==> config.mk <==
export PLATFORM = sky130hd
export DESIGN_NAME = dbt_line_tester
export DESIGN_NICKNAME = d
export VERILOG_FILES = /design/src/rtl/dbt_pkg.sv /design/src/rtl/dbt_pattern_gen.sv /design/src/rtl/dbt_sequencer.sv /design/src/rtl/dbt_err_capture.sv /design/src/rtl/dbt_line_tester.sv
export SDC_FILE = /design/constraint.sdc
export NUM_CORES = 1
export LEC_CHECK = 0
export BUFFER_PORTS_ARGS = -buffer_cell sky130_fd_sc_hd__buf_2
export CAP_MARGIN = 20
export CORE_UTILIZATION = 40
export CTS_CLUSTER_SIZE = 10
export DETAILED_ROUTE_END_ITERATION = 16
export PLACE_DENSITY = 0.65
export SLEW_MARGIN = 20
export SYNTH_ARGS = -nofsm -noshare
export SYNTH_HDL_FRONTEND = slang
export SYNTH_SLANG_ARGS = --single-unit
==> constraint.sdc <==
create_clock -name clk -period 4.7 [get_ports clk]
set_input_delay 0.94 -clock clk [delete_from_list [all_inputs] [get_ports clk]]
set_output_delay 0.94 -clock clk [all_outputs]
set_load 0.05 [all_outputs]
==> src/rtl/dbt_pkg.sv <==
// Package: shared constants, sequencer state type and the adjacency
// pattern function for the data line test engine.
// Assumes a 64-bit data path; the pattern count follows from it.
package dbt_pkg;

    localparam int DATA_W  = 64;
    localparam int LOG_W   = $clog2(DATA_W);
    localparam int NUM_PAT = 2 * LOG_W;
    localparam int IDX_W   = $clog2(NUM_PAT);
    localparam logic [DATA_W-1:0] DISTURB_WORD = 64'h0123_4567_89AB_CDEF;

    typedef enum logic [2:0] {
        ST_IDLE,
        ST_WPAT,
        ST_WDIS,
        ST_RREQ,
        ST_WAIT,
        ST_DONE
    } seq_state_e;

    // Pattern k: bit b = bit k of b for the first half, then complements
    // of the first half taken in reverse order.
    function automatic logic [DATA_W-1:0] adj_pattern(input int k);
        logic [DATA_W-1:0] v;
        for (int b = 0; b < DATA_W; b++) begin
            if (k < LOG_W)
                v[b] = ((b >> k) & 1) != 0;
            else
                v[b] = ((b >> (NUM_PAT - 1 - k)) & 1) == 0;
        end
        return v;
    endfunction

endpackage

==> src/rtl/dbt_pattern_gen.sv <==
// Pattern source: builds the adjacency pattern list as constants and
// selects one by index. Indices past the list return zero.
module dbt_pattern_gen
    import dbt_pkg::*;
(
    input  logic [IDX_W-1:0]  idx_i,
    output logic [DATA_W-1:0] pat_o
);

    localparam int TBL_N = 2 ** IDX_W;

    logic [DATA_W-1:0] tbl [TBL_N];

    // Fill the table: real patterns first, zero padding after.
    for (genvar g = 0; g < TBL_N; g++) begin : g_tbl
        if (g < NUM_PAT) begin : g_pat
            assign tbl[g] = adj_pattern(g);
        end else begin : g_pad
            assign tbl[g] = '0;
        end
    end

    // Select the current pattern.
    assign pat_o = tbl[idx_i];

endmodule

==> src/rtl/dbt_sequencer.sv <==
// Sequencer: walks the pattern list, issuing write-pattern,
// write-disturb and one read per pattern, then waits for read valid.
// Assumes the memory accepts a request in the cycle it is asserted
// and returns read data at least one cycle after the read request.
module dbt_sequencer
    import dbt_pkg::*;
#(
    parameter int ADDR_W = 16
) (
    input  logic              clk,
    input  logic              rst_n,
    input  logic              start_i,
    input  logic [ADDR_W-1:0] base_addr_i,
    input  logic [DATA_W-1:0] pat_i,
    output logic [IDX_W-1:0]  pat_idx_o,
    output logic              busy_o,
    output logic              done_o,
    output logic              clr_o,
    output logic              cmp_vld_o,
    output logic [ADDR_W-1:0] cmp_addr_o,
    output logic              mem_req_o,
    output logic              mem_we_o,
    output logic [ADDR_W-1:0] mem_addr_o,
    output logic [DATA_W-1:0] mem_wdata_o,
    input  logic              mem_rvalid_i
);

    localparam logic [IDX_W-1:0]  LAST_IDX = IDX_W'(NUM_PAT - 1);
    localparam logic [ADDR_W-1:0] ONE_ADDR = ADDR_W'(1);

    seq_state_e        state_q, state_d;
    logic [IDX_W-1:0]  idx_q;
    logic [ADDR_W-1:0] base_q;
    logic              start_acc;
    logic              last_pat;

    assign start_acc = (state_q == ST_IDLE) && start_i;
    assign last_pat  = (idx_q == LAST_IDX);

    // Next-state selection for one pass.
    always_comb begin
        state_d = state_q;
        unique case (state_q)
            ST_IDLE: if (start_i) state_d = ST_WPAT;
            ST_WPAT: state_d = ST_WDIS;
            ST_WDIS: state_d = ST_RREQ;
            ST_RREQ: state_d = ST_WAIT;
            ST_WAIT: if (mem_rvalid_i) state_d = last_pat ? ST_DONE : ST_WPAT;
            ST_DONE: state_d = ST_IDLE;
            default: state_d = ST_IDLE;
        endcase
    end

    // State register.
    always_ff @(posedge clk) begin
        if (!rst_n) state_q <= ST_IDLE;
        else        state_q <= state_d;
    end

    // Pattern index: cleared at start, advanced after each read-back.
    always_ff @(posedge clk) begin
        if (!rst_n)
            idx_q <= '0;
        else if (start_acc)
            idx_q <= '0;
        else if (state_q == ST_WAIT && mem_rvalid_i && !last_pat)
            idx_q <= idx_q + IDX_W'(1);
    end

    // Base address latch, taken when a start is accepted.
    always_ff @(posedge clk) begin
        if (!rst_n)         base_q <= '0;
        else if (start_acc) base_q <= base_addr_i;
    end

    // Memory request decode from the state.
    always_comb begin
        mem_req_o   = 1'b0;
        mem_we_o    = 1'b0;
        mem_addr_o  = base_q;
        mem_wdata_o = pat_i;
        unique case (state_q)
            ST_WPAT: begin
                mem_req_o = 1'b1;
                mem_we_o  = 1'b1;
            end
            ST_WDIS: begin
                mem_req_o   = 1'b1;
                mem_we_o    = 1'b1;
                mem_addr_o  = base_q + ONE_ADDR;
                mem_wdata_o = DISTURB_WORD;
            end
            ST_RREQ: mem_req_o = 1'b1;
            default: ;
        endcase
    end

    // Status and compare strobes toward the capture block.
    assign pat_idx_o  = idx_q;
    assign busy_o     = (state_q != ST_IDLE);
    assign done_o     = (state_q == ST_DONE);
    assign clr_o      = start_acc;
    assign cmp_vld_o  = (state_q == ST_WAIT) && mem_rvalid_i;
    assign cmp_addr_o = base_q;


    done_pulse_chk: assert property (@(posedge clk) disable iff (!rst_n)
        done_o |=> !done_o);

    busy_from_start_chk: assert property (@(posedge clk) disable iff (!rst_n)
        $rose(busy_o) |-> $past(start_i));

    done_then_idle_chk: assert property (@(posedge clk) disable iff (!rst_n)
        done_o |=> !busy_o);

    disturb_before_read_chk: assert property (@(posedge clk) disable iff (!rst_n)
        (mem_req_o && !mem_we_o) |-> $past(mem_req_o && mem_we_o && mem_wdata_o == DISTURB_WORD));

    single_read_chk: assert property (@(posedge clk) disable iff (!rst_n)
        (mem_req_o && !mem_we_o) |=> !mem_req_o);

endmodule

==> src/rtl/dbt_err_capture.sv <==
// Error capture: compares each read-back with its pattern, keeps a
// sticky flag, the first failure's address and words, and a
// saturating mismatch counter. Everything clears on a new start.
module dbt_err_capture
    import dbt_pkg::*;
#(
    parameter int ADDR_W = 16,
    parameter int CNT_W  = 3
) (
    input  logic              clk,
    input  logic              rst_n,
    input  logic              clr_i,
    input  logic              cmp_vld_i,
    input  logic [ADDR_W-1:0] addr_i,
    input  logic [DATA_W-1:0] exp_i,
    input  logic [DATA_W-1:0] obs_i,
    output logic              err_o,
    output logic [CNT_W-1:0]  cnt_o,
    output logic [ADDR_W-1:0] addr_o,
    output logic [DATA_W-1:0] exp_o,
    output logic [DATA_W-1:0] obs_o
);

    localparam logic [CNT_W-1:0] CNT_MAX = {CNT_W{1'b1}};

    logic mismatch;

    assign mismatch = cmp_vld_i && (obs_i != exp_i);

    // Sticky flag and saturating counter.
    always_ff @(posedge clk) begin
        if (!rst_n || clr_i) begin
            err_o <= 1'b0;
            cnt_o <= '0;
        end else if (mismatch) begin
            err_o <= 1'b1;
            if (cnt_o != CNT_MAX) cnt_o <= cnt_o + CNT_W'(1);
        end
    end

    // First-failure capture of address, expected and observed words.
    always_ff @(posedge clk) begin
        if (!rst_n || clr_i) begin
            addr_o <= '0;
            exp_o  <= '0;
            obs_o  <= '0;
        end else if (mismatch && !err_o) begin
            addr_o <= addr_i;
            exp_o  <= exp_i;
            obs_o  <= obs_i;
        end
    end


    sticky_flag_chk: assert property (@(posedge clk) disable iff (!rst_n)
        ($past(err_o) && !err_o) |-> $past(clr_i));

    first_hold_chk: assert property (@(posedge clk) disable iff (!rst_n)
        (err_o && $past(err_o)) |-> ($stable(exp_o) && $stable(obs_o) && $stable(addr_o)));

    count_sat_chk: assert property (@(posedge clk) disable iff (!rst_n)
        ($past(cnt_o) == CNT_MAX && !$past(clr_i)) |-> (cnt_o == CNT_MAX));

    count_flag_chk: assert property (@(posedge clk) disable iff (!rst_n)
        (cnt_o != '0) |-> err_o);

endmodule

==> src/rtl/dbt_line_tester.sv <==
// Top of the data line test engine: ties the pattern source, the
// sequencer and the error capture together. Assumes a single base word
// under test and a request-taken-when-asserted memory port.
module dbt_line_tester
    import dbt_pkg::*;
#(
    parameter int ADDR_W = 16,
    parameter int CNT_W  = 3
) (
    input  logic              clk,
    input  logic              rst_n,
    input  logic              start_i,
    input  logic [ADDR_W-1:0] base_addr_i,
    output logic              busy_o,
    output logic              done_o,
    output logic              err_o,
    output logic [CNT_W-1:0]  err_cnt_o,
    output logic [ADDR_W-1:0] err_addr_o,
    output logic [63:0]       err_exp_o,
    output logic [63:0]       err_obs_o,
    output logic              mem_req_o,
    output logic              mem_we_o,
    output logic [ADDR_W-1:0] mem_addr_o,
    output logic [63:0]       mem_wdata_o,
    input  logic [63:0]       mem_rdata_i,
    input  logic              mem_rvalid_i
);

    logic [IDX_W-1:0]  pat_idx;
    logic [DATA_W-1:0] pat;
    logic              clr;
    logic              cmp_vld;
    logic [ADDR_W-1:0] cmp_addr;

    dbt_pattern_gen u_pat (
        .idx_i (pat_idx),
        .pat_o (pat)
    );

    dbt_sequencer #(.ADDR_W(ADDR_W)) u_seq (
        .clk          (clk),
        .rst_n        (rst_n),
        .start_i      (start_i),
        .base_addr_i  (base_addr_i),
        .pat_i        (pat),
        .pat_idx_o    (pat_idx),
        .busy_o       (busy_o),
        .done_o       (done_o),
        .clr_o        (clr),
        .cmp_vld_o    (cmp_vld),
        .cmp_addr_o   (cmp_addr),
        .mem_req_o    (mem_req_o),
        .mem_we_o     (mem_we_o),
        .mem_addr_o   (mem_addr_o),
        .mem_wdata_o  (mem_wdata_o),
        .mem_rvalid_i (mem_rvalid_i)
    );

    dbt_err_capture #(.ADDR_W(ADDR_W), .CNT_W(CNT_W)) u_cap (
        .clk       (clk),
        .rst_n     (rst_n),
        .clr_i     (clr),
        .cmp_vld_i (cmp_vld),
        .addr_i    (cmp_addr),
        .exp_i     (pat),
        .obs_i     (mem_rdata_i),
        .err_o     (err_o),
        .cnt_o     (err_cnt_o),
        .addr_o    (err_addr_o),
        .exp_o     (err_exp_o),
        .obs_o     (err_obs_o)
    );

endmodule

==> results of run 1 <==
==> critical path: stages (launching register included) <==
cell      delay [ns]
dfxtp_2         0.33
buf_4           0.35
buf_4           0.32
ha_1            0.28
nor2b_1         0.32
nor2_1          0.12
xnor2_1         0.16
a311o_1         0.33
or4_4           0.55
nor4_4          0.40
a211oi_4        0.17
buf_12          0.26
mux2i_1         0.20
==> power groups by stage <==
| stage | Sequential (mW) | Clock, mW | Combinational [mW] |
|---|---|---|---|
| final | 1.49 | 1.45 | 0.668 |
| after global routing | 1.50 | 1.53 | 0.709 |
| after CTS | 1.49 | 1.47 | 0.664 |
| after detailed placement | 1.52 | 0 | 0.662 |
| after global placement | 1.52 | 0 | 0.659 |
| after floorplan | 1.53 | 0 | 0.438 |
==> final timing paths <==
kind         depth (start not counted)               to          startpoint  slack (ns)
min reg2reg                          2  u_cap.addr_o[7]     u_cap.addr_o[7]        0.45
min                                  2  u_cap.addr_o[7]     u_cap.addr_o[7]        0.45
max                                 12  u_cap.obs_o[48]  u_seq.pat_idx_o[2]        0.67
max reg2reg                         12  u_cap.obs_o[48]  u_seq.pat_idx_o[2]        0.67
==> state kept, by name, summed over array words and instances, names as in the netlist <==
name and cells:
u_cap.obs_o 64, u_cap.addr_o 16, u_cap.err_o 1, u_cap.exp_o 64, u_seq.cmp_addr_o 16, u_seq.pat_idx_o 4, u_cap.cnt_o 3, u_seq.state_q 3
==> metal layers <==
| metal | vias to the layer above | global-route usage, % | part of all wire (%) |
|---|---|---|---|
| li1 | 4646 | - | - |
| met1 | 4580 | 40.5 | 45 |
| met2 | 488 | 43.2 | 43 |
| met3 | 69 | 5.58 | 8.8 |
| met4 | 0 | 12.8 | 3.4 |
| met5 | - | 0 | 0 |
==> synth_stat cells (3+ instances only) <==
cell type	instances	area share (%)
nand2_1	338	13
dfxtp_1	171	35
mux2i_1	155	16
a21oi_1	57	2.9
nor2_1	57	2.2
clkbuf_1	54	2.1
o21ai_0	42	2.2
xnor2_1	35	3.2
ha_1	27	3.5
nand2b_1	26	1.7
or3_1	26	1.7
xor2_1	22	2.0
nand3_1	17	0.88
nor3_1	17	0.88
buf_2	14	0.72
and2_1	12	0.77
nand4_1	11	0.71
buf_6	10	1.2
inv_1	9	0.35
and3_1	8	0.52
nor2b_1	8	0.52
o21a_1	7	0.54
buf_1	6	0.23
a21boi_0	5	0.39
a31oi_1	5	0.32
a2111oi_0	4	0.36
a211oi_1	4	0.31
nand3b_1	4	0.31
nor4_1	4	0.26
or2_2	4	0.26
or3b_2	4	0.36
a21o_1	3	0.23
and4_1	3	0.27
nor3b_1	3	0.23
o211ai_1	3	0.23
o21bai_1	3	0.23
o31a_1	3	0.27
==> layout make-up <==
type                       instances  area [sq um]
clock buffer                      19           433
clock inverter                    13           158
multi-input combinational        946          5850
inverter                          10          37.5
fill                            2367         11500
sequential                       171          3430
tap                              319           399
timing repair buffer             345          1850
==> logic make-up after synthesis <==
family / count (synthesis) / synth area share (%)
and+or+nand+nor: 553 / 25.7
DFF: 171 / 35.3
muxes: 158 / 16.3
AOI/OAI and AO/OA: 151 / 9.28
buffers and inverters: 96 / 4.74
xor gates and xnor gates: 57 / 5.14
adders and majority gates: 27 / 3.48
==> flow_summary_export.csv, run 1 <==
group,metric,value,unit
run_status,status,"completed",
floorplan,initial_core_util,41.1,%
clocking,cts.sinks,171,
power,p_sw_share,32.6,%
power,internal_power,2.43,mW
power,clkPwrFrac,40.2,%
yosys,async_flop_share,0,%
placement,port_buffers,315,
layout,layout.nets,1602,
sta,setup_tns,0,ns
sta,worst_pin_slew,0.924,ns
floorplan,ios,316,
worst_setup_path,required,5.00,ns
placement,placed_area,11600,sq um
sta,slew_violations,0,
sta,fin_crit_sh,85.8,%
yosys,syn-cell-area,9710,sq um
power,power.switching,1.18,mW
global_routing,antenna_found_initial,1,
floorplan,core-area,23600,sq um
clocking,ctsHoldBuffers,0,
worst_setup_path,cp-end-kind,"flip-flop",
floorplan,num_rows,56,
layout,final_util,51.5,%
yosys,ys_ff_latch,171,
clocking,tritoncts,"yes",
sta,finalHoldViolCount,0,
worst_setup_path,arrival,4.33,ns
floorplan,die-area,24900,sq um
global_routing,grt_overflow,0,
layout,area_delta_synth_final,25.2,%
route,first_pass_iters,5,
worst_setup_path,startpoint_type,"flip-flop",
route,wl,36700,um
clocking,root_buffer,"clkbuf_16",
clocking,htreeDepth,4,
power,leakage,5.21,nW
clocking,cts_resized,0,
yosys,ys_seq_area_share,35.3,%
global_routing,grt_pass1_wl,53700,um
clocking,cts_buffer_depth,2,
power,pwr-share-seq,41.3,%
yosys,ys_warn_count,0,
layout,stdcell_count,1823,
route,avgRoutedWirePerCell,20.1,um
layout,diodes,0,
placement,post-place-ws,0.820,ns
power,peakVddDrop,204,uV
worst_hold_path,hold_class,"reg2reg",
yosys,synth_edf_count,0,
power,finalPower,3.61,mW
floorplan,die_y,158,um
yosys,syn_nets,1324,
sta,grt_setup_unrepaired,"no",
placement,dp_cells,1791,
route,drc_errors,0,
layout,finalInstanceArea,12200,sq um
flow_run,maxCapViolations,0,
global_routing,grt_max_degree,71,
worst_setup_path,path_max_fanout,70,
sta,finalCriticalPeriod,4.03,ns
sta,relSlewSlack,37.8,%
sta,worst_hold_slack,0.452,ns
clocking,clk_pin_slew,0.07,ns
yosys,synth.avg_cell_area,8.00,sq um
layout,layout.cells.most_common_list,"338 x nand2_1, 315 x buf_2, 169 x dfxtp_1",
sta,setup-violations-final,0,
floorplan,die_w,158,um
layout,layout_commonest_cell,"nand2_1",
clocking,cts_buffers,17,
power,combinationalPowerShare,18.5,%
yosys,synth_cell_types,61,
sta,worst_slack,0.668,ns
worst_setup_path,critical_path_class,"reg2reg",
route,via_per_inst,5.37,
placement,place_congestion,1.02,
placement,dp_hpwl,28000,um
power,power.density,297,nW/um^2
yosys,netlist_instances,1213,
layout,drive_above_1_share,26.2,%
global_routing,grt_util_all_layers,29.1,%
global_routing,grt_pass1_vias,8912,
route,detail-route-antenna-nets,0,
route,vias,9783,
route,drt_iter0_drc,998,
yosys,synth_ff_type,"dfxtp_1",
clocking,clk_latency,0.44,ns
clocking,postCtsSetupRepairBufs,0,
sta,fin_skew,0.0123,ns
sta,clock.fmax,0.248,GHz
No activity file was read; power rests on OpenSTA's default activity.
==> inputs of run 2 (changes only) <==
--- a/config.mk
+++ b/config.mk
@@ -7,10 +7,12 @@
 export LEC_CHECK = 0
 export BUFFER_PORTS_ARGS = -buffer_cell sky130_fd_sc_hd__buf_2
 export CAP_MARGIN = 20
-export CORE_UTILIZATION = 40
+export CELL_PAD_IN_SITES_DETAIL_PLACEMENT = 0
+export CELL_PAD_IN_SITES_GLOBAL_PLACEMENT = 1
+export CORE_UTILIZATION = 37
 export CTS_CLUSTER_SIZE = 10
 export DETAILED_ROUTE_END_ITERATION = 16
-export PLACE_DENSITY = 0.65
+export PLACE_DENSITY_LB_ADDON = 0.1
 export SLEW_MARGIN = 20
 export SYNTH_ARGS = -nofsm -noshare
 export SYNTH_HDL_FRONTEND = slang
==> constraint.sdc (replaced) <==
create_clock -name clk -period 3.94 [get_ports clk]
set_input_delay 0.788 -clock clk [delete_from_list [all_inputs] [get_ports clk]]
set_output_delay 0.788 -clock clk [all_outputs]
set_load 0.05 [all_outputs]
==> run 2 against run 1 <==
  * Die area increased by 8.0%
  * Cell count increased by 2.4%
  * Clock-buffer cell count decreased by 1
  * Register-to-register slack got worse by 0.38 ns
  * Global-route usage decreased by 1.0 points
  * Sequential power increased by 19%
  * First-iteration DRC count decreased by 31%
  * Clock power increased by 22%
  * Critical path depth decreased by 6
  * Final area increased by 2.8%
  * Wire length increased by 3.3%
  * Critical endpoint is now mem_wdata_o[54]
==> flow_summary_export.csv, run 2 (synthesis results as in run 1) <==
group,metric,value,unit
route,detail-route-antenna-nets,0,
sta,finalCriticalPeriod,3.65,ns
placement,post-place-ws,0.396,ns
route,avgRoutedWirePerCell,20.3,um
power,peakVddDrop,195,uV
clocking,cts_buffers,17,
worst_setup_path,path_max_fanout,9,
clocking,tritoncts,"yes",
global_routing,grt_overflow,0,
route,drc_errors,0,
worst_setup_path,rr_worst_depth,12,
placement,dp_hpwl,29200,um
sta,fin_crit_sh,92.7,%
layout,diodes,0,
worst_hold_path,hp-start,"u_cap.exp_o[1]",
global_routing,grt_max_degree,138,
sta,fin_skew,0.0144,ns
clocking,clk_pin_slew,0.07,ns
sta,slew_violations,0,
clocking,clk_latency,0.44,ns
sta,worst_pin_slew,0.947,ns
run_status,status,"completed",
global_routing,grt_pass1_vias,8949,
floorplan,num_rows,58,
global_routing,grt_pass1_wl,55700,um
placement,place_congestion,0.921,
sta,grt_setup_unrepaired,"no",
clocking,cts.sinks,171,
floorplan,die_y,164,um
layout,area_delta_synth_final,28.7,%
sta,setup_tns,0,ns
clocking,cts_buffer_depth,2,
floorplan,die_w,164,um
sta,worst_hold_slack,0.455,ns
sta,finalHoldViolCount,0,
worst_setup_path,required,3.15,ns
floorplan,core-area,25500,sq um
floorplan,ios,316,
clocking,postCtsSetupRepairBufs,0,
floorplan,die-area,26900,sq um
worst_hold_path,min_to,"u_cap.exp_o[1]",
power,leakage,5.39,nW
clocking,htreeDepth,4,
worst_setup_path,regToRegSetupSlack,0.29,ns
power,power.density,347,nW/um^2
worst_setup_path,arrival,2.86,ns
worst_setup_path,cp-end-kind,"primary output",
placement,port_buffers,315,
route,wl,37900,um
worst_setup_path,startpoint_type,"flip-flop",
layout,layout.nets,1634,
sta,setup-violations-final,0,
route,vias,9676,
placement,placed_area,11900,sq um
worst_hold_path,min_delay_path_depth,2,
layout,layout.cells.most_common_list,"338 x nand2_1, 315 x buf_2, 169 x dfxtp_1",
sta,relSlewSlack,36.9,%
global_routing,antenna_found_initial,0,
layout,layout_commonest_cell,"nand2_1",
worst_hold_path,hold_class,"reg2reg",
clocking,cts_resized,0,
layout,reg.largest.list,"u_cap.exp_o (64), u_cap.obs_o (64)",
worst_setup_path,r2r_start,"u_seq.pat_idx_o[2]",
layout,drive_above_1_share,27.9,%
floorplan,initial_core_util,38.1,%
route,drt_iter0_drc,691,
route,first_pass_iters,6,
global_routing,grt_util_all_layers,28.0,%
flow_run,maxCapViolations,0,
clocking,root_buffer,"clkbuf_16",
route,via_per_inst,5.19,
worst_setup_path,critical_path_class,"reg2out",
clocking,ctsHoldBuffers,0,
sta,clock.fmax,0.274,GHz
layout,finalInstanceArea,12500,sq um
sta,worst_slack,0.289,ns
worst_setup_path,reg2reg_to,"u_cap.obs_o[28]",
-- run 2: power breakdown --
part           switching [mW]  leakage [nW]  internal (mW)
registers              0.0289          1.38           1.75
clock network           0.839         0.295          0.931
logic                   0.595          3.71          0.198
total                    1.46          5.39           2.88
-- run 2: metal layers --
layer / wire, um / up-vias / part of all wire (%) / GRT usage [%]
met5: 0 / - / 0 / 0
met4: 692 / 0 / 1.8 / 7.49
met3: 2710 / 32 / 7.1 / 5.73
met2: 16800 / 382 / 44 / 43.7
li1: - / 4717 / - / -
met1: 17700 / 4545 / 47 / 39.1
-- run 2: worst max-delay path by stage --
stage	start	to	slack [ns]	depth (start not counted)
floorplan	u_seq.pat_idx_o[1]	u_cap.exp_o[24]	0.18	13
global placement	u_seq.pat_idx_o[1]	u_cap.obs_o[23]	0.40	12
detailed placement	u_seq.pat_idx_o[1]	u_cap.obs_o[58]	0.40	12
CTS	u_seq.pat_idx_o[0]	mem_wdata_o[54]	0.32	6
global route	u_seq.pat_idx_o[0]	u_cap.obs_o[28]	0.09	12
finish	u_seq.pat_idx_o[0]	mem_wdata_o[54]	0.29	6
-- run 2: layout make-up --
type                       count  area (sq um)
clock buffer                  18           439
clock inverter                14           176
fill                        2607         13000
inverter                      10          37.5
multi-input combinational    946          5850
sequential                   171          3430
tap                          330           413
timing repair buffer         377          2150
-- run 2: stage by stage --
stage	util (%)	power (mW)	instances
3_3_place_gp	46.6	2.61	1834
4_1_cts	49.0	4.39	1866
5_1_grt	49.0	4.51	1866
6_report	49.0	4.34	1866
2_1_floorplan	-	2.35	1213
3_5_place_dp	46.6	2.62	1834
-- run 2: worst max-delay path, cell delays in order (launching register included) --
cell	delay [ns]
dfxtp_1	0.45
inv_1	0.22
ha_1	0.40
buf_4	0.19
or3b_2	0.65
a21oi_1	0.22
buf_2	0.30
